<file path="src/rtl/swp_pkg.sv">
package swp_pkg;

  typedef enum logic [2:0] {
    OP_WREN   = 3'd0,
    OP_WRDI   = 3'd1,
    OP_WRSR   = 3'd2,
    OP_WRITE  = 3'd3,
    OP_READ   = 3'd4,
    OP_IDWR   = 3'd5,
    OP_IDLOCK = 3'd6,
    OP_NONE   = 3'd7
  } cmd_op_e;

  // status byte bit positions
  localparam int SB_WIP  = 0;
  localparam int SB_WEL  = 1;
  localparam int SB_BP0  = 2;
  localparam int SB_BP1  = 3;
  localparam int SB_SRWD = 7;

  typedef struct packed {
    logic       srwd;
    logic [1:0] bp;
  } nv_bits_t;

  // commands that occupy a self-timed busy interval
  function automatic logic is_write_type(cmd_op_e op);
    return (op == OP_WRSR) || (op == OP_WRITE) || (op == OP_IDWR) || (op == OP_IDLOCK);
  endfunction

  // commands handed to the array programmer
  function automatic logic is_array_prog(cmd_op_e op);
    return (op == OP_WRITE) || (op == OP_IDWR) || (op == OP_IDLOCK);
  endfunction

endpackage

</file>
<file path="src/rtl/swp_range_chk.sv">
module swp_range_chk (
  input  logic [1:0] bp,
  input  logic [1:0] addr_top,
  output logic       hit
);
  // protected fraction grows from the top of the address space
  always_comb begin
    unique case (bp)
      2'b00:   hit = 1'b0;
      2'b01:   hit = &addr_top;
      2'b10:   hit = addr_top[1];
      default: hit = 1'b1;
    endcase
  end
endmodule

</file>
<file path="src/rtl/swp_busy_timer.sv">
module swp_busy_timer #(
  parameter int BUSY_CYCLES = 64
) (
  input  logic clk,
  input  logic rst,
  input  logic start,
  output logic busy,
  output logic done
);
  localparam int CNT_W = (BUSY_CYCLES > 1) ? $clog2(BUSY_CYCLES) : 1;

  logic [CNT_W-1:0] cnt_q;
  logic             busy_q;

  always_ff @(posedge clk) begin
    if (rst) begin
      busy_q <= 1'b0;
      cnt_q  <= '0;
    end else if (start && !busy_q) begin
      busy_q <= 1'b1;
      cnt_q  <= CNT_W'(BUSY_CYCLES - 1);
    end else if (busy_q) begin
      if (cnt_q == '0) busy_q <= 1'b0;
      else             cnt_q  <= cnt_q - 1'b1;
    end
  end

  assign busy = busy_q;
  assign done = busy_q && (cnt_q == '0);
endmodule

</file>
<file path="src/rtl/swp_nv_regs.sv">
module swp_nv_regs
  import swp_pkg::*;
(
  input  logic     clk,
  input  logic     rst,
  input  logic     load,
  input  nv_bits_t load_val,
  input  logic     commit,
  output nv_bits_t nv
);
  // non-volatile image: not touched by reset, delivery value zero
  nv_bits_t nv_q = '0;
  nv_bits_t pend_q;
  logic     pend_vld_q;

  always_ff @(posedge clk) begin
    if (rst) begin
      pend_vld_q <= 1'b0;
      pend_q     <= '0;
    end else if (load) begin
      pend_vld_q <= 1'b1;
      pend_q     <= load_val;
    end else if (commit) begin
      pend_vld_q <= 1'b0;
    end
  end

  always_ff @(posedge clk) begin
    if (!rst && commit && pend_vld_q) nv_q <= pend_q;
  end

  assign nv = nv_q;
endmodule

</file>
<file path="src/rtl/swp_status_ctrl.sv">
module swp_status_ctrl
  import swp_pkg::*;
#(
  parameter int ADDR_W      = 19,
  parameter int BUSY_CYCLES = 64
) (
  input  logic              clk,
  input  logic              rst,
  input  logic              cmd_valid,
  input  logic [2:0]        cmd_op,
  input  logic [ADDR_W-1:0] cmd_addr,
  input  logic [7:0]        cmd_data,
  input  logic              cmd_aligned,
  input  logic              wp_n,
  output logic [7:0]        status_byte,
  output logic              wip,
  output logic              wel,
  output logic              resp_valid,
  output logic              resp_accept,
  output logic              prog_start
);
  localparam int TOP_LO = ADDR_W - 2;

  cmd_op_e  op;
  nv_bits_t nv;
  nv_bits_t wr_val;
  logic     busy, done, hit, hpm, write_ok, acc;
  logic     wel_q, rv_q, ra_q, ps_q;
  logic     start_cycle, load_nv;
  logic     unused_bits;

  assign op     = cmd_op_e'(cmd_op);
  assign wr_val = {cmd_data[SB_SRWD], cmd_data[SB_BP1], cmd_data[SB_BP0]};
  assign unused_bits = ^{cmd_data[6:4], cmd_data[1:0], cmd_addr[TOP_LO-1:0]};

  swp_range_chk u_range (
    .bp       (nv.bp),
    .addr_top (cmd_addr[ADDR_W-1:TOP_LO]),
    .hit      (hit)
  );

  swp_busy_timer #(.BUSY_CYCLES(BUSY_CYCLES)) u_timer (
    .clk   (clk),
    .rst   (rst),
    .start (start_cycle),
    .busy  (busy),
    .done  (done)
  );

  swp_nv_regs u_nv (
    .clk      (clk),
    .rst      (rst),
    .load     (load_nv),
    .load_val (wr_val),
    .commit   (done),
    .nv       (nv)
  );

  // decision logic
  always_comb begin
    hpm      = nv.srwd & ~wp_n;
    write_ok = wel_q & ~busy & cmd_aligned;
    unique case (op)
      OP_WREN, OP_WRDI, OP_READ: acc = ~busy;
      OP_WRSR:   acc = write_ok & ~hpm;
      OP_WRITE:  acc = write_ok & ~hit;
      OP_IDWR:   acc = write_ok;
      OP_IDLOCK: acc = write_ok & (nv.bp != 2'b11);
      default:   acc = 1'b0;
    endcase
  end

  assign start_cycle = cmd_valid & acc & is_write_type(op);
  assign load_nv     = cmd_valid & acc & (op == OP_WRSR);

  always_ff @(posedge clk) begin
    if (rst) begin
      wel_q <= 1'b0;
      rv_q  <= 1'b0;
      ra_q  <= 1'b0;
      ps_q  <= 1'b0;
    end else begin
      rv_q <= cmd_valid;
      ra_q <= cmd_valid & acc;
      ps_q <= cmd_valid & acc & is_array_prog(op);
      if (done)
        wel_q <= 1'b0;
      else if (cmd_valid && acc && op == OP_WREN)
        wel_q <= 1'b1;
      else if (cmd_valid && acc && op == OP_WRDI)
        wel_q <= 1'b0;
    end
  end

  always_comb begin
    status_byte          = '0;
    status_byte[SB_SRWD] = nv.srwd;
    status_byte[SB_BP1]  = nv.bp[1];
    status_byte[SB_BP0]  = nv.bp[0];
    status_byte[SB_WEL]  = wel_q;
    status_byte[SB_WIP]  = busy;
  end

  assign wip         = busy;
  assign wel         = wel_q;
  assign resp_valid  = rv_q;
  assign resp_accept = ra_q;
  assign prog_start  = ps_q;
endmodule

</file>
<file path="config.mk">
export PLATFORM = sky130hd
export DESIGN_NAME = swp_status_ctrl
export DESIGN_NICKNAME = d
export VERILOG_FILES = /design/src/rtl/swp_pkg.sv /design/src/rtl/swp_range_chk.sv /design/src/rtl/swp_busy_timer.sv /design/src/rtl/swp_nv_regs.sv /design/src/rtl/swp_status_ctrl.sv
export SDC_FILE = /design/constraint.sdc
export NUM_CORES = 1
export LEC_CHECK = 0
export CAP_MARGIN = 5
export CELL_PAD_IN_SITES_DETAIL_PLACEMENT = 1
export CELL_PAD_IN_SITES_GLOBAL_PLACEMENT = 1
export CORE_MARGIN = 2
export CORE_UTILIZATION = 28
export DETAILED_ROUTE_END_ITERATION = 8
export PLACE_DENSITY = 0.85
export SLEW_MARGIN = 20
export SYNTH_ARGS = -nofsm -noshare
export SYNTH_HDL_FRONTEND = slang
export SYNTH_SLANG_ARGS = --single-unit
</file>
<file path="constraint.sdc">
create_clock -name clk -period 2.2 [get_ports clk]
set_clock_uncertainty 0.2 [all_clocks]
set_input_delay 0.22 -clock clk [delete_from_list [all_inputs] [get_ports clk]]
set_output_delay 0.22 -clock clk [all_outputs]
set_load 0.005 [all_outputs]
</file>
---- Word level (Yosys, flattened, before mapping) ----
Index checks and enable logic that the tools add are counted.
word-level totals
  bits in registers ....................... 18
  word-level logic and storage cells ...... 72
cells by class
  $add $sub $neg .......................... 1
  bitwise gates (word level) .............. 14
  muxes and demuxes ....................... 12
  eq/ne operators ......................... 10
  reduce and logical (&&, ||, !) cells .... 24
operators with widths
  operator                                                                number
  6-bit 2-to-1 mux                                                        3
  1-bit bitwise AND                                                       10
  3-bit equality test (second input constant)                             3
  1-bit logical AND                                                       7
  1-bit 2-to-1 mux                                                        7
  3-bit by 2-bit equality test with 1-bit output (second input constant)  2
  6-bit logical NOT                                                       1
  2-bit nonzero test                                                      3
  6-bit by 1-bit subtractor with 6-bit output (second input constant)     1
  1-bit logical OR                                                        5
  1-bit one-hot mux with 5 select lines                                   1
  1-bit inverter                                                          4
  2-bit AND reduction                                                     2
  3-bit by 1-bit equality test with 1-bit output (second input constant)  1
  3-bit logical NOT                                                       1
  1-bit one-hot mux with 3 select lines                                   1
  3-bit OR reduction                                                      1
  2-bit by 1-bit equality test with 1-bit output (second input constant)  1
  2-bit equality test (second input constant)                             1
  1-bit logical NOT                                                       2
  2-bit logical NOT                                                       1
  2-bit by 1-bit != test with 1-bit output (second input constant)        1
  2-bit != test (second input constant)                                   1
  2-bit OR reduction                                                      1

---- Depth between registers and ports, before layout ----
  word-level depth ........................ 10
  mapped depth ............................ 6

---- Cells and area by module ----
Synthesis repeated with hierarchy kept, for this count alone.
unflattened totals
  cell total of the unflattened synthesis .. 96
  area, all modules ....................... 904.6 µm²
by module, submodules not included
  module           sequential area each (µm²)  times used  area an instance (µm²)  cells each
  swp_busy_timer   140.1                       1           366.6                   43
  swp_status_ctrl  80.1                        1           289.0                   33
  swp_nv_regs      170.2                       1           235.2                   17
  swp_range_chk    0.0                         1           13.8                    3

---- Worst setup path after synthesis ----
No wires, ideal clock.
  kind .................................... flip-flop to flip-flop
  start ................................... register u_timer.cnt_q[0]
  end ..................................... register u_nv.nv_q (netlist bit u_nv.nv[0]), enable pin
  clock period less this slack ............ 1.729 ns
  arrival ................................. 1.224 ns
  buffers on the path ..................... 0
  required time ........................... 1.695 ns
  stages on the path, launching flop included .. 6
  path slack .............................. 0.471 ns
  cells stage by stage .................... dfxtp_1 > inv_1 > ha_1 > nor2b_1 > and2_1 > and4b_1
between the ends
  word-level cells in the longest chain between the ends .. 4
ends and longest elaborated chain
  what                            RTL line              text
  from (decl)                     swp_busy_timer.sv:12  logic [CNT_W-1:0] cnt_q;
  from (signal assigned)          swp_busy_timer.sv:21  cnt_q <= CNT_W'(BUSY_CYCLES - 1);
  from (signal assigned)          swp_busy_timer.sv:24  else cnt_q <= cnt_q - 1'b1;
  6-bit logical NOT               swp_busy_timer.sv:29  assign done = busy_q && (cnt_q == '0);
  1-bit logical AND               swp_busy_timer.sv:29
  1-bit logical AND (2 in a row)  swp_nv_regs.sv:29     if (!rst && commit && pend_vld_q) nv_q <= pend_q;
  to (signal assigned)            swp_nv_regs.sv:29
  to (decl)                       swp_nv_regs.sv:12     nv_bits_t nv_q = '0;
Every way passes these cells.
A chain may end at the register's enable or synchronous reset.

---- Final worst setup path ----
  start ................................... register u_timer.cnt_q[0]
  end ..................................... register u_nv.nv_q (netlist bit u_nv.nv[2]), enable pin
The elaborated chain is that of the path after synthesis.

==> metrics.txt <==
Tot GR Track Use roughly 13%; placed cell area 1180 um^2; syn_area_per_cell 9.84 um^2; largest net degree at the start of global routing 14; CTS Buffer Depth 2; post-DR wirelength/cell 13.3 um; DR vias/cell 4.81; Worst path slowest cell dfxtp_1; Area growth, synth to finish 31.4%; CTS Buf Count 3; Ys Warns 0; Req. time, crit path 2010 ps; RSZ-0062 raised after global routing no; vias in the first global route 747; layout cells sized above 1 ~11%; min-delay worst type reg2reg; DRT iter0 DRCs 5; CTS resizes 0; delay-heaviest family, CP simple AND/OR/NAND/NOR gates; fin crit period 1980 ps; FF+latch count, synth 18; worst-skew pair later-pin latency 290 ps; row cnt 20; status completed; cell count after synthesis between 90 and 100; Hold Buf Count CTS 0; Highest Clock Rate 0.504 GHz; maximum vdd ir drop between 0.15 and 0.2 mV; router iterations before antenna repair 4; CP bufs+invs 1; grt ovf 0; die width 61.5 um; DRC Markers 0; TNS Setup 0 ps; critical path capture point type flop; mapped cell area 925 um^2; static leakage 0.422 nW; worst hold slack ~250 ps; first-pass GRT wire length 3410 um; clock sink total 18; Clock Root Buffer clkbuf_4; PortBufs 22; Final period util about 90%; Seq/Total Area, Yosys 42.2%; # diodes 0; CTS tree yes; synth unique cells 40; cell area after layout 1210 um^2; effective utilization at floorplan 29.8%; number of enable flip-flop cells after synthesis 3; critical-path maximum fanout 5; I/O pin count 48; initial antenna violation count 0; Final Slew Violations 0; Crit Path Category reg2reg; ys async rst share 0%; clock slew at the register clock pins of the worst setup and hold paths approximately 110 ps; core region area roughly 3100 um^2; DR vias ~770; DIE AREA 3780 um^2; DP HPWL approximately 1700 um; PD cells roughly 500 nW/um^2; Critical Path Start Type flop; Post-CTS Setup Bufs 0; critical path, cell by cell inv_1, ha_1, nor2b_1, and2_1, and4b_1; wirelength, routed 2140 um; Chip Height 61.5 um; Primary FF master, synth dfxtp_1; # H-tree levels 1; post-route ant nets 0; Final Hold Viols 0; # nets final between 150 and 200; Data arrival, critical path 1790 ps; # Max-Cap Violations 0; setup violators final 0; crit-path max cell delay 340 ps; Final GP Congestion 0.708
[cell usage in the layout, fill, tap and decap left out, types with 2 or more instances in the layout]
cell,count
a211oi_1,3
a21oi_1,6
a41oi_1,2
and2_1,2
buf_4,3
clkbuf_4,3
clkdlybuf4s50_1,22
conb_1,3
dfxtp_1,15
edfxtp_1,3
inv_1,4
mux2i_1,4
nand2_1,4
nand2b_1,2
nor2_1,7
nor2b_1,4
o21ai_0,6
[worst register-to-register path, cell delays in order, from the launching register on]
cell	delay [ps]
dfxtp_1	340
inv_1	80
ha_1	210
nor2b_1	330
and2_1	240
and4b_1	290
[kinds of logic (layout without fill, tap and decap cells)]
group	Yosys count	in the layout	synth area share, %
AOI/OAI and AO/OA	24	24	18.9
xor gates and xnor gates	2	2	1.89
adders and majority gates	1	1	1.35
buffers and inverters	12	33	7.17
DFF	18	18	42.2
muxes	5	5	5.55
other	1	3	0.406
and+or+nand+nor	31	31	22.5
[per-stage QoR]
step                      setup slack (ps)  util (%)  total power [W]  cells
final                                  218      39.2         0.000621    161
after global routing                  59.7      39.2         0.000650    161
after CTS                              210      39.2         0.000625    161
after detailed placement              51.0      38.0         0.000421    157
after global placement                 195      38.0         0.000418    157
after floorplan                        471         -         0.000383     96
[registers in the layout, summed over array words and instances, names as in the netlist]
signal and count:
prog_start 1, u_timer.cnt_q 6, u_nv.pend_vld_q 1, resp_valid 1, u_nv.nv 3, resp_accept 1, wel 1, u_nv.pend_q 3
u_timer.busy 1
[layout make-up]
type | instances | area [um^2]
timing repair buffer | 25 | 243
clock buffer | 4 | 36.3
tap | 44 | 55.1
fill | 374 | 1890
inverter | 4 | 15.0
multi-input combinational | 66 | 475
sequential | 18 | 390
[synthesized netlist by cell type, types with 2 or more instances]
master / instances / area share [%]
edfxtp_1: 3 / 9.7
nand2b_1: 2 / 1.4
inv_1: 4 / 1.6
mux2i_1: 4 / 4.3
and2_1: 2 / 1.4
buf_4: 5 / 4.1
a41oi_1: 2 / 1.9
nor2_1: 7 / 2.8
nand2_1: 4 / 1.6
a211oi_1: 3 / 2.4
o21ai_0: 6 / 3.2
buf_2: 2 / 1.1
nor2b_1: 4 / 2.7
a21oi_1: 6 / 3.2
dfxtp_1: 15 / 32
[worst paths after layout]
check | start | to | slack, ps | cells past startpoint
setup reg to reg | u_timer.cnt_q[0] | u_nv.nv[2] | 220 | 5
hold / removal | u_nv.pend_q[2] | u_nv.nv[2] | 250 | 0
hold reg to reg | u_nv.pend_q[2] | u_nv.nv[2] | 250 | 0
setup / recovery | u_timer.cnt_q[0] | u_nv.nv[2] | 220 | 5
[metal layers]
layer | wire length, um | part of all wire (%) | track usage, % | vias up
met5 | 0 | 0 | 0 | -
met4 | 46 | 2.2 | 6.38 | 0
met3 | 86 | 4.0 | 2.10 | 4
met2 | 1000 | 47 | 21.3 | 23
met1 | 1000 | 47 | 15.7 | 366
li1 | - | - | - | 381
[where the power goes]
part           internal [W]  total [W]  switching [W]  leakage [nW]
logic             0.0000408  0.0000734      0.0000326         0.245
registers          0.000337   0.000340     0.00000298         0.156
clock network      0.000101   0.000208       0.000107        0.0210
total              0.000479   0.000621       0.000143         0.422
Note: power is estimated with default switching activity, not from simulation.
